==> src/rtl/i2c_periph_pkg.sv <==
package i2c_periph_pkg;
  localparam int RA_W = 2;
  localparam logic [RA_W-1:0] RA_CTRL = 2'd0;
  localparam logic [RA_W-1:0] RA_OWN  = 2'd1;
  localparam logic [RA_W-1:0] RA_DATA = 2'd2;

  // control register bit positions
  localparam int CB_MDOUT = 7;
  localparam int CB_MDEN  = 6;
  localparam int CB_MCLK  = 5;
  localparam int CB_MDIN  = 4;
  localparam int CB_MODE  = 3;
  localparam int CB_SRST  = 2;
  localparam int CB_TXD   = 1;
  localparam int CB_FLAG  = 0;

  typedef enum logic [2:0] {
    ST_IDLE,
    ST_ADDR,
    ST_ACK_ARM,
    ST_ACK_HOLD,
    ST_RX,
    ST_TX,
    ST_TX_ACK
  } tgt_state_t;
endpackage

==> src/rtl/i2c_pin_sync.sv <==
module i2c_pin_sync #(
  parameter int SYNC = 2
) (
  input  logic clk,
  input  logic rst,
  input  logic scl_i,
  input  logic sda_i,
  output logic sda_s,
  output logic scl_rise,
  output logic scl_fall,
  output logic start_ev,
  output logic stop_ev
);
  logic [SYNC-1:0] scl_q, sda_q;
  logic            scl_p, sda_p;
  logic            scl_s;

  always_ff @(posedge clk) begin
    if (rst) begin
      scl_q <= '1;
      sda_q <= '1;
      scl_p <= 1'b1;
      sda_p <= 1'b1;
    end else begin
      scl_q <= {scl_q[SYNC-2:0], scl_i};
      sda_q <= {sda_q[SYNC-2:0], sda_i};
      scl_p <= scl_q[SYNC-1];
      sda_p <= sda_q[SYNC-1];
    end
  end

  assign scl_s    = scl_q[SYNC-1];
  assign sda_s    = sda_q[SYNC-1];
  assign scl_rise = scl_s & ~scl_p;
  assign scl_fall = ~scl_s & scl_p;
  assign start_ev = scl_s & scl_p & sda_p & ~sda_s;
  assign stop_ev  = scl_s & scl_p & ~sda_p & sda_s;
endmodule

==> src/rtl/i2c_tgt_engine.sv <==
module i2c_tgt_engine
  import i2c_periph_pkg::*;
#(
  parameter int DW = 8,
  parameter int AW = 7
) (
  input  logic          clk,
  input  logic          rst,
  input  logic          hold,
  input  logic          start_ev,
  input  logic          stop_ev,
  input  logic          scl_rise,
  input  logic          scl_fall,
  input  logic          sda_s,
  input  logic [AW-1:0] own_addr,
  input  logic [DW-1:0] tx_byte,
  output logic          drv_low,
  output logic [DW-1:0] rx_byte,
  output logic          rx_valid,
  output logic          byte_done,
  output logic          tx_dir
);
  localparam int CW = $clog2(DW);
  localparam logic [CW-1:0] LAST = CW'(DW - 1);

  tgt_state_t    st;
  logic [CW-1:0] cnt;
  logic [DW-1:0] sh;

  always_ff @(posedge clk) begin
    if (rst || hold) begin
      st        <= ST_IDLE;
      cnt       <= '0;
      sh        <= '0;
      drv_low   <= 1'b0;
      tx_dir    <= 1'b0;
      rx_valid  <= 1'b0;
      byte_done <= 1'b0;
    end else begin
      rx_valid  <= 1'b0;
      byte_done <= 1'b0;
      if (start_ev) begin
        st      <= ST_ADDR;
        cnt     <= '0;
        drv_low <= 1'b0;
        tx_dir  <= 1'b0;
      end else if (stop_ev) begin
        st      <= ST_IDLE;
        drv_low <= 1'b0;
        tx_dir  <= 1'b0;
      end else begin
        case (st)
          ST_ADDR: if (scl_rise) begin
            sh <= {sh[DW-2:0], sda_s};
            if (cnt == LAST) begin
              cnt <= '0;
              if (sh[AW-1:0] == own_addr) begin
                tx_dir <= sda_s;
                st     <= ST_ACK_ARM;
              end else begin
                st <= ST_IDLE;
              end
            end else begin
              cnt <= cnt + 1'b1;
            end
          end
          ST_ACK_ARM: if (scl_fall) begin
            drv_low <= 1'b1;
            st      <= ST_ACK_HOLD;
          end
          ST_ACK_HOLD: if (scl_fall) begin
            cnt <= '0;
            if (tx_dir) begin
              sh      <= tx_byte;
              drv_low <= ~tx_byte[DW-1];
              st      <= ST_TX;
            end else begin
              drv_low <= 1'b0;
              st      <= ST_RX;
            end
          end
          ST_RX: if (scl_rise) begin
            sh <= {sh[DW-2:0], sda_s};
            if (cnt == LAST) begin
              cnt       <= '0;
              rx_valid  <= 1'b1;
              byte_done <= 1'b1;
              st        <= ST_ACK_ARM;
            end else begin
              cnt <= cnt + 1'b1;
            end
          end
          ST_TX: if (scl_fall) begin
            if (cnt == LAST) begin
              cnt       <= '0;
              drv_low   <= 1'b0;
              byte_done <= 1'b1;
              st        <= ST_TX_ACK;
            end else begin
              cnt     <= cnt + 1'b1;
              drv_low <= ~sh[DW-2];
              sh      <= {sh[DW-2:0], 1'b0};
            end
          end
          ST_TX_ACK: if (scl_rise) begin
            if (sda_s) begin
              st     <= ST_IDLE;
              tx_dir <= 1'b0;
            end else begin
              st <= ST_ACK_HOLD;
            end
          end
          default: ;
        endcase
      end
    end
  end

  assign rx_byte = sh;
endmodule

==> src/rtl/i2c_regs.sv <==
module i2c_regs
  import i2c_periph_pkg::*;
#(
  parameter int            DW      = 8,
  parameter int            AW      = 7,
  parameter logic [AW-1:0] OWN_RST = 7'h55
) (
  input  logic            clk,
  input  logic            rst,
  input  logic [RA_W-1:0] reg_addr,
  input  logic [DW-1:0]   reg_wdata,
  input  logic            reg_wr,
  input  logic            reg_rd,
  output logic [DW-1:0]   reg_rdata,
  input  logic            rx_valid,
  input  logic [DW-1:0]   rx_byte,
  input  logic            byte_done,
  input  logic            tx_dir,
  input  logic            scl_rise,
  input  logic            sda_s,
  output logic            m_sda_out,
  output logic            m_sda_en,
  output logic            m_scl_out,
  output logic            master_mode,
  output logic            soft_rst,
  output logic [AW-1:0]   own_addr,
  output logic [DW-1:0]   data_q,
  output logic            flag,
  output logic            data_acc
);
  logic m_sda_in;
  logic wr_ctrl;

  assign wr_ctrl  = reg_wr && (reg_addr == RA_CTRL);
  assign data_acc = (reg_wr || reg_rd) && (reg_addr == RA_DATA);

  always_ff @(posedge clk) begin
    if (rst) begin
      m_sda_out   <= 1'b0;
      m_sda_en    <= 1'b0;
      m_scl_out   <= 1'b0;
      master_mode <= 1'b0;
      soft_rst    <= 1'b0;
      m_sda_in    <= 1'b0;
      own_addr    <= OWN_RST;
      data_q      <= '0;
      flag        <= 1'b0;
      reg_rdata   <= '0;
    end else begin
      if (wr_ctrl) begin
        m_sda_out   <= reg_wdata[CB_MDOUT];
        m_sda_en    <= reg_wdata[CB_MDEN];
        m_scl_out   <= reg_wdata[CB_MCLK];
        master_mode <= reg_wdata[CB_MODE];
        soft_rst    <= reg_wdata[CB_SRST];
      end
      if (master_mode && !m_sda_en && scl_rise) m_sda_in <= sda_s;
      if (reg_wr && reg_addr == RA_OWN) own_addr <= reg_wdata[AW-1:0];
      if (rx_valid) data_q <= rx_byte;
      else if (reg_wr && reg_addr == RA_DATA) data_q <= reg_wdata;
      if (byte_done) flag <= 1'b1;
      else if (data_acc) flag <= 1'b0;
      if (reg_rd) begin
        case (reg_addr)
          RA_CTRL: reg_rdata <= {m_sda_out, m_sda_en, m_scl_out, m_sda_in,
                                 master_mode, soft_rst, tx_dir, flag};
          RA_OWN:  reg_rdata <= DW'(own_addr);
          RA_DATA: reg_rdata <= data_q;
          default: reg_rdata <= '0;
        endcase
      end
    end
  end
endmodule

==> src/rtl/i2c_periph.sv <==
module i2c_periph
  import i2c_periph_pkg::*;
#(
  parameter int            DW      = 8,
  parameter int            AW      = 7,
  parameter logic [AW-1:0] OWN_RST = 7'h55,
  parameter int            SYNC    = 2
) (
  input  logic            clk,
  input  logic            rst,
  input  logic [RA_W-1:0] reg_addr,
  input  logic [DW-1:0]   reg_wdata,
  input  logic            reg_wr,
  input  logic            reg_rd,
  output logic [DW-1:0]   reg_rdata,
  output logic            irq,
  input  logic            scl_i,
  output logic            scl_oe,
  input  logic            sda_i,
  output logic            sda_oe
);
  logic          sda_s, scl_rise, scl_fall, start_ev, stop_ev;
  logic          m_sda_out, m_sda_en, m_scl_out, master_mode, soft_rst;
  logic [AW-1:0] own_addr;
  logic [DW-1:0] data_q, rx_byte;
  logic          drv_low, rx_valid, byte_done, tx_dir, data_acc;

  i2c_pin_sync #(.SYNC(SYNC)) u_sync (
    .clk(clk), .rst(rst), .scl_i(scl_i), .sda_i(sda_i),
    .sda_s(sda_s), .scl_rise(scl_rise), .scl_fall(scl_fall),
    .start_ev(start_ev), .stop_ev(stop_ev)
  );

  i2c_tgt_engine #(.DW(DW), .AW(AW)) u_eng (
    .clk(clk), .rst(rst), .hold(master_mode | soft_rst),
    .start_ev(start_ev), .stop_ev(stop_ev),
    .scl_rise(scl_rise), .scl_fall(scl_fall), .sda_s(sda_s),
    .own_addr(own_addr), .tx_byte(data_q),
    .drv_low(drv_low), .rx_byte(rx_byte), .rx_valid(rx_valid),
    .byte_done(byte_done), .tx_dir(tx_dir)
  );

  i2c_regs #(.DW(DW), .AW(AW), .OWN_RST(OWN_RST)) u_regs (
    .clk(clk), .rst(rst), .reg_addr(reg_addr), .reg_wdata(reg_wdata),
    .reg_wr(reg_wr), .reg_rd(reg_rd), .reg_rdata(reg_rdata),
    .rx_valid(rx_valid), .rx_byte(rx_byte), .byte_done(byte_done),
    .tx_dir(tx_dir), .scl_rise(scl_rise), .sda_s(sda_s),
    .m_sda_out(m_sda_out), .m_sda_en(m_sda_en), .m_scl_out(m_scl_out),
    .master_mode(master_mode), .soft_rst(soft_rst), .own_addr(own_addr),
    .data_q(data_q), .flag(irq), .data_acc(data_acc)
  );

  always_ff @(posedge clk) begin
    if (rst) begin
      sda_oe <= 1'b0;
      scl_oe <= 1'b0;
    end else begin
      sda_oe <= master_mode ? (m_sda_en & ~m_sda_out) : drv_low;
      scl_oe <= master_mode & ~m_scl_out;
    end
  end
endmodule

==> config.mk <==
export PLATFORM = sky130hd
export DESIGN_NAME = i2c_periph
export DESIGN_NICKNAME = d
export VERILOG_FILES = /design/src/rtl/i2c_periph_pkg.sv /design/src/rtl/i2c_pin_sync.sv /design/src/rtl/i2c_tgt_engine.sv /design/src/rtl/i2c_regs.sv /design/src/rtl/i2c_periph.sv
export SDC_FILE = /design/constraint.sdc
export NUM_CORES = 1
export LEC_CHECK = 0
export BUFFER_PORTS_ARGS = -buffer_cell sky130_fd_sc_hd__buf_2
export CORE_MARGIN = 2
export CORE_UTILIZATION = 23
export CTS_CLUSTER_DIAMETER = 120
export DETAILED_ROUTE_END_ITERATION = 10
export PLACE_DENSITY = 0.43
export SYNTH_ARGS = -nofsm -noshare
export SYNTH_HDL_FRONTEND = slang
export SYNTH_SLANG_ARGS = --single-unit
export TNS_END_PERCENT = 1
==> constraint.sdc <==
create_clock -name clk -period 2.2 [get_ports clk]
set_clock_uncertainty 0.2 [all_clocks]
set_input_delay 0.22 -clock clk [delete_from_list [all_inputs] [get_ports clk]]
set_output_delay 0.22 -clock clk [all_outputs]
set_load 0.05 [all_outputs]
* Word-level counts from Yosys, hierarchy flattened *
Cells that the tools add are included.
W data, S select, Z words.

operators by class
  eq/ne operators = 33
  multiplexer cells = 48
  shift-type cells = 0
  order comparisons = 0
  bitwise gates (word level) = 21
  div/mod/pow operators = 0
  multiply operators = 0
  add/subtract/negate cells = 1
  reduce and logical (&&, ||, !) cells = 27

operator list
  kind                  count
  $mux W8               7
  $pmux W8 S3           2
  $mux W3               13
  $ne A4 B3 Y1 const B  6
  $reduce_and A10 Y1    2
  $mux W1               19
  $ne A2 B1 Y1 const B  9
  $pmux W3 S6           1
  $eq A3 B3 Y1 const B  4
  $ne A4 B4 Y1 const B  3
  $not A1 Y1            11
  $ne A2 B2 Y1 const B  5
  $and A1 B1 Y1         9
  $pmux W3 S3           1
  $reduce_and A8 Y1     1
  $reduce_bool A8 Y1    1
  $eq A7 B7 Y1          1
  $eq A3 B2 Y1 const B  2
  $logic_and A1 B1 Y1   6
  $reduce_and A6 Y1     1
  $reduce_bool A2 Y1    3
  $reduce_bool A3 Y1    2
  $reduce_bool A6 Y1    1
  $reduce_and A5 Y1     1
  other kinds (15)      19

word-level totals
  bits in latches = 0
  output and inout port bits = 11
  register bits after elaboration = 56
  logic and storage cells = 154
  RAM bits = 0
  input bits = 16
  memories = 0
  bits in read-only memories = 0

* Depth between registers and ports, before layout *
  depth after elaboration = 7
  mapped depth = 8
  depth with buffers taken out = 7

* By module *
Synthesis repeated with hierarchy kept, for this count alone.

unflattened totals
  cells, all modules = 329
  area, all modules = 2,991.6 µm²

modules (own cells, without submodules)
  module          cells each  instances  sequential area each (µm²)  area an instance (µm²)
  i2c_regs        157         1          600.6                       1,392.6
  i2c_tgt_engine  149         1          360.3                       1,332.5
  i2c_pin_sync    16          1          120.1                       190.2
  i2c_periph      7           1          40.0                        76.3

* Worst setup path before layout *
OpenSTA, ideal clock, no wires.

  path type = register -> register
  start point = register u_eng.cnt[0]
  end point = register u_eng.sh[6], in the netlist u_eng.rx_byte[6]
  cell stages (with the launch flop) = 9
  buffers on the path = 1
  required time = 1.921 ns
  slack = 0.120 ns
  arrival time = 1.801 ns
  library setup time = 0.079 ns
  clock period less this slack = 2.080 ns
  cells stage by stage = dfxtp_1 ha_1 ha_1 and3b_1 o21bai_1 a221oi_4 buf_6 nor2_1 a211oi_2

on the way
  longest elaborated chain between the ends = 3

ends and longest elaborated chain
  item                                line                   source
  from (decl)                         i2c_tgt_engine.sv:27   logic [CW-1:0] cnt;
  from (signal assigned)              i2c_tgt_engine.sv:64   cnt <= cnt + 1'b1;
  from (signal assigned)              i2c_tgt_engine.sv:90   cnt <= cnt + 1'b1;
  from (signal assigned)              i2c_tgt_engine.sv:100  cnt <= cnt + 1'b1;
  $eq A3 B3 Y1                        i2c_tgt_engine.sv:94   if (cnt == LAST) begin
  $ne A2 B2 Y1 (no source line)       n/a
  $reduce_and A8 Y1 (no source line)  n/a
  to (signal assigned)                i2c_tgt_engine.sv:74   sh <= tx_byte;
  to (signal assigned)                i2c_tgt_engine.sv:83   sh <= {sh[DW-2:0], sda_s};
  to (signal assigned)                i2c_tgt_engine.sv:102  sh <= {sh[DW-2:0], 1'b0};
  to (decl)                           i2c_tgt_engine.sv:28   logic [DW-1:0] sh;

Every way passes these cells.
A chain may end at the register's enable or synchronous reset.

* Worst setup path after layout *
  start point = register u_eng.cnt[0]
  end point = register u_eng.sh[2], in the netlist u_eng.rx_byte[2]

Same word-level chain as after synthesis.

==> impl_metrics.yaml <==
timing:
  layout_min_cycle_time_ns: 2.092
  max_slew_margin_pct: 64.35
  clock.fmax_mhz: 477.9
  hold_violations: 0
  setup_viol: 0
  grt_setup_unrepaired: "yes"
  drv_slew: 0
  post-route-period-util_pct: 95.11
  hold_slack_ns: 0.03839
  worstMarginPinSlew_ns: 0.5292
synthesis:
  yosysMostFrequentCell: "dfxtp_1"
  async_flop_share_pct: 0
  netlist.area_leader.share_pct: 41.14
  synth_edf_count: 0
  synth-seq-cells: 56
  syn_area_um2: 2725
  synthTopCellsByArea: "dfxtp_1, mux2i_1, nor2_1"
  ys_top_cells_by_count: "dfxtp_1, nor2_1, mux2i_1"
  synth_top_area_cell: "dfxtp_1"
  ys_warn_count: 0
  syn_area_per_cell_um2: 8.935
  synth_nets: 323
  synth_cell_types: 51
  yosys_most_used_dff: "dfxtp_1"
  netlist_instances: 305
  ys_seq_area_share_pct: 41.14
layout:
  layout-drive-gt1-share_pct: 18.58
  nFillCells: 1220
  multiInputGateArea_um2: 1498
  final_cells: 482
  diodes: 0
  layout-area-overhead-vs-synth_pct: 20.84
  regArea_um2: 1121
  nets: 356
power:
  ir_drop_v: 0.0004168
  cellPowerDensity_nw_per_um2: 672.6
  p_leak_nw: 1.311
die:
  die_width_um: 112.9
  top_level_ports: 27
  die-area_um2: 12740
  coreArea_um2: 11470
  die_y_um: 112.9
  rows: 39
  initial_core_util_pct: 23.76
clocking:
  cts_tree: "done"
  cts_buffers: 5
  cts.sinks: 56
  clockBufferDepth: 2
  clk_pin_slew_ns: 0.07
  cts_root_buf: "clkbuf_16"
  cts.htree.levels: 2
  clock_latency_ns: 0.30
grt:
  grt_overflow: 0
  grt_use_total_pct: 11.53
  antenna_found_initial: 0
  grt_pass1_vias: 2268
  grt_pass1_wl_um: 11690
  grt_max_degree: 33
placement:
  dp_hpwl_um: 5039
  port_buffers: 26
  dp_cells: 466
  place_congestion: 0.8043
detailed_routing:
  route.detailed.drc: 0
  dr.pass1.iters: 4
  avgViaCountPerCell: 4.676
  wirelength_um: 7024
  dr_total_vias: 2254
  ant_nets: 0
  wl_per_cell_um: 14.57
  drt_iter0_drc: 79
worst_setup_path:
  setup.worst_path.class: "flip-flop to flip-flop"
  worst_ep_required_time_ns: 2.21
  crit_arrival_ns: 2.11
  endpoint_kind: "flip-flop"
  cp-start-kind: "flip-flop"
  crit_fanout: 16
flow_run:
  cap_viol_max_count: 0
min_path:
  hp-class: "primary input to flip-flop"
status:
  status: "complete, no violations"
[power breakdown]
group	internal, mW	total [mW]	switching [mW]
logic	0.0810	0.210	0.129
registers	1.04	1.07	0.0256
clock network	0.543	0.937	0.393
total	1.67	2.21	0.548
[final timing paths]
check	from	endpoint	slack, ns	cells past startpoint
worst min register to register	u_sync.scl_q[0]	u_sync.scl_q[1]	0.21	1
worst max register to register	u_eng.cnt[0]	u_eng.rx_byte[2]	0.11	8
worst min-delay path	rst	u_sync.scl_p	0.04	2
worst max-delay path	u_eng.cnt[0]	u_eng.rx_byte[2]	0.11	8
[through the flow]
stage / util (%) / setup TNS, ns / worst slack, ns / total power, mW / area (µm²)
2_1_floorplan: - / 0 / 0.1197 / 1.226 / 2725
3_3_place_gp: 26.51 / 0 / 0.1642 / 1.292 / 3040
3_5_place_dp: 26.51 / 0 / 0.1129 / 1.294 / 3040
4_1_cts: 28.67 / 0 / 0.09650 / 2.241 / 3288
5_1_grt: 28.72 / -0.07262 / -0.04127 / 2.299 / 3293
6_report: 28.72 / 0 / 0.1076 / 2.215 / 3293
[cell families after synthesis]
kind of cell             count (synthesis)  synth area share (%)
AND/OR/NAND/NOR                        109                 20.29
AO/OA/AOI/OAI                           73                 18.87
flip-flops                              56                 41.14
multiplexers                            32                 11.80
buffers and inverters                   24                 4.086
XOR/XNOR                                 9                 2.893
adder cells (fa/ha/maj)                  2                0.9181
[flip-flops by register name, summed over array words and instances (netlist names), 2 cells and up]
name              count
u_sync.sda_q          2
u_sync.scl_q          2
u_eng.st              3
u_regs.data_q         8
u_regs.own_addr       7
u_eng.cnt             3
u_regs.reg_rdata      8
u_eng.rx_byte         8
[timing repair]
action,in CTS,in global routing
hold buffers,8,0
resized for setup,0,1
hold endpoints to repair,8,0
buffers inserted,0,0
setup endpoints to repair,0,5
[final cells by class]
| type | instances | share of cell area, % |
|---|---|---|
| multi-input combinational | 225 | 45.48 |
| sequential | 56 | 34.04 |
| timing repair buffer | 46 | 9.498 |
| tap | 143 | 5.433 |
| clock buffer | 6 | 3.913 |
| clock inverter | 2 | 1.178 |
| inverter | 4 | 0.4559 |
[per-layer routing]
metal | GRT usage [%] | vias to the layer above | share of wire, %
met2 | 18.64 | 37 | 46
li1 | - | 1159 | -
met1 | 15.10 | 1047 | 48
met4 | 5.122 | 0 | 2.5
met3 | 1.982 | 11 | 3.1
met5 | 0 | - | 0
[layout by cell type (no fill, tap or decap), types with 3 or more instances in the layout]
master / instances
buf_2: 26
clkbuf_16: 5
or2_2: 6
mux2i_1: 31
xor2_1: 8
o21ai_0: 8
nor2b_1: 3
inv_1: 4
a211oi_2: 3
nand2_1: 19
nand2b_1: 3
dfxtp_1: 56
and3_1: 4
dlygate4sd3_1: 8
nor2_1: 46
a21oi_1: 24
a211o_1: 4
a211oi_1: 20
buf_4: 11
nand3_1: 6
[worst max-delay path: stages (launching register included)]
cell      delay, ns
dfxtp_1        0.33
ha_1           0.20
ha_1           0.19
and3b_1        0.19
o21bai_1       0.18
a221oi_4       0.28
buf_12         0.18
nor2_1         0.04
a211oi_1       0.20
No activity file was read; power rests on OpenSTA's default activity.
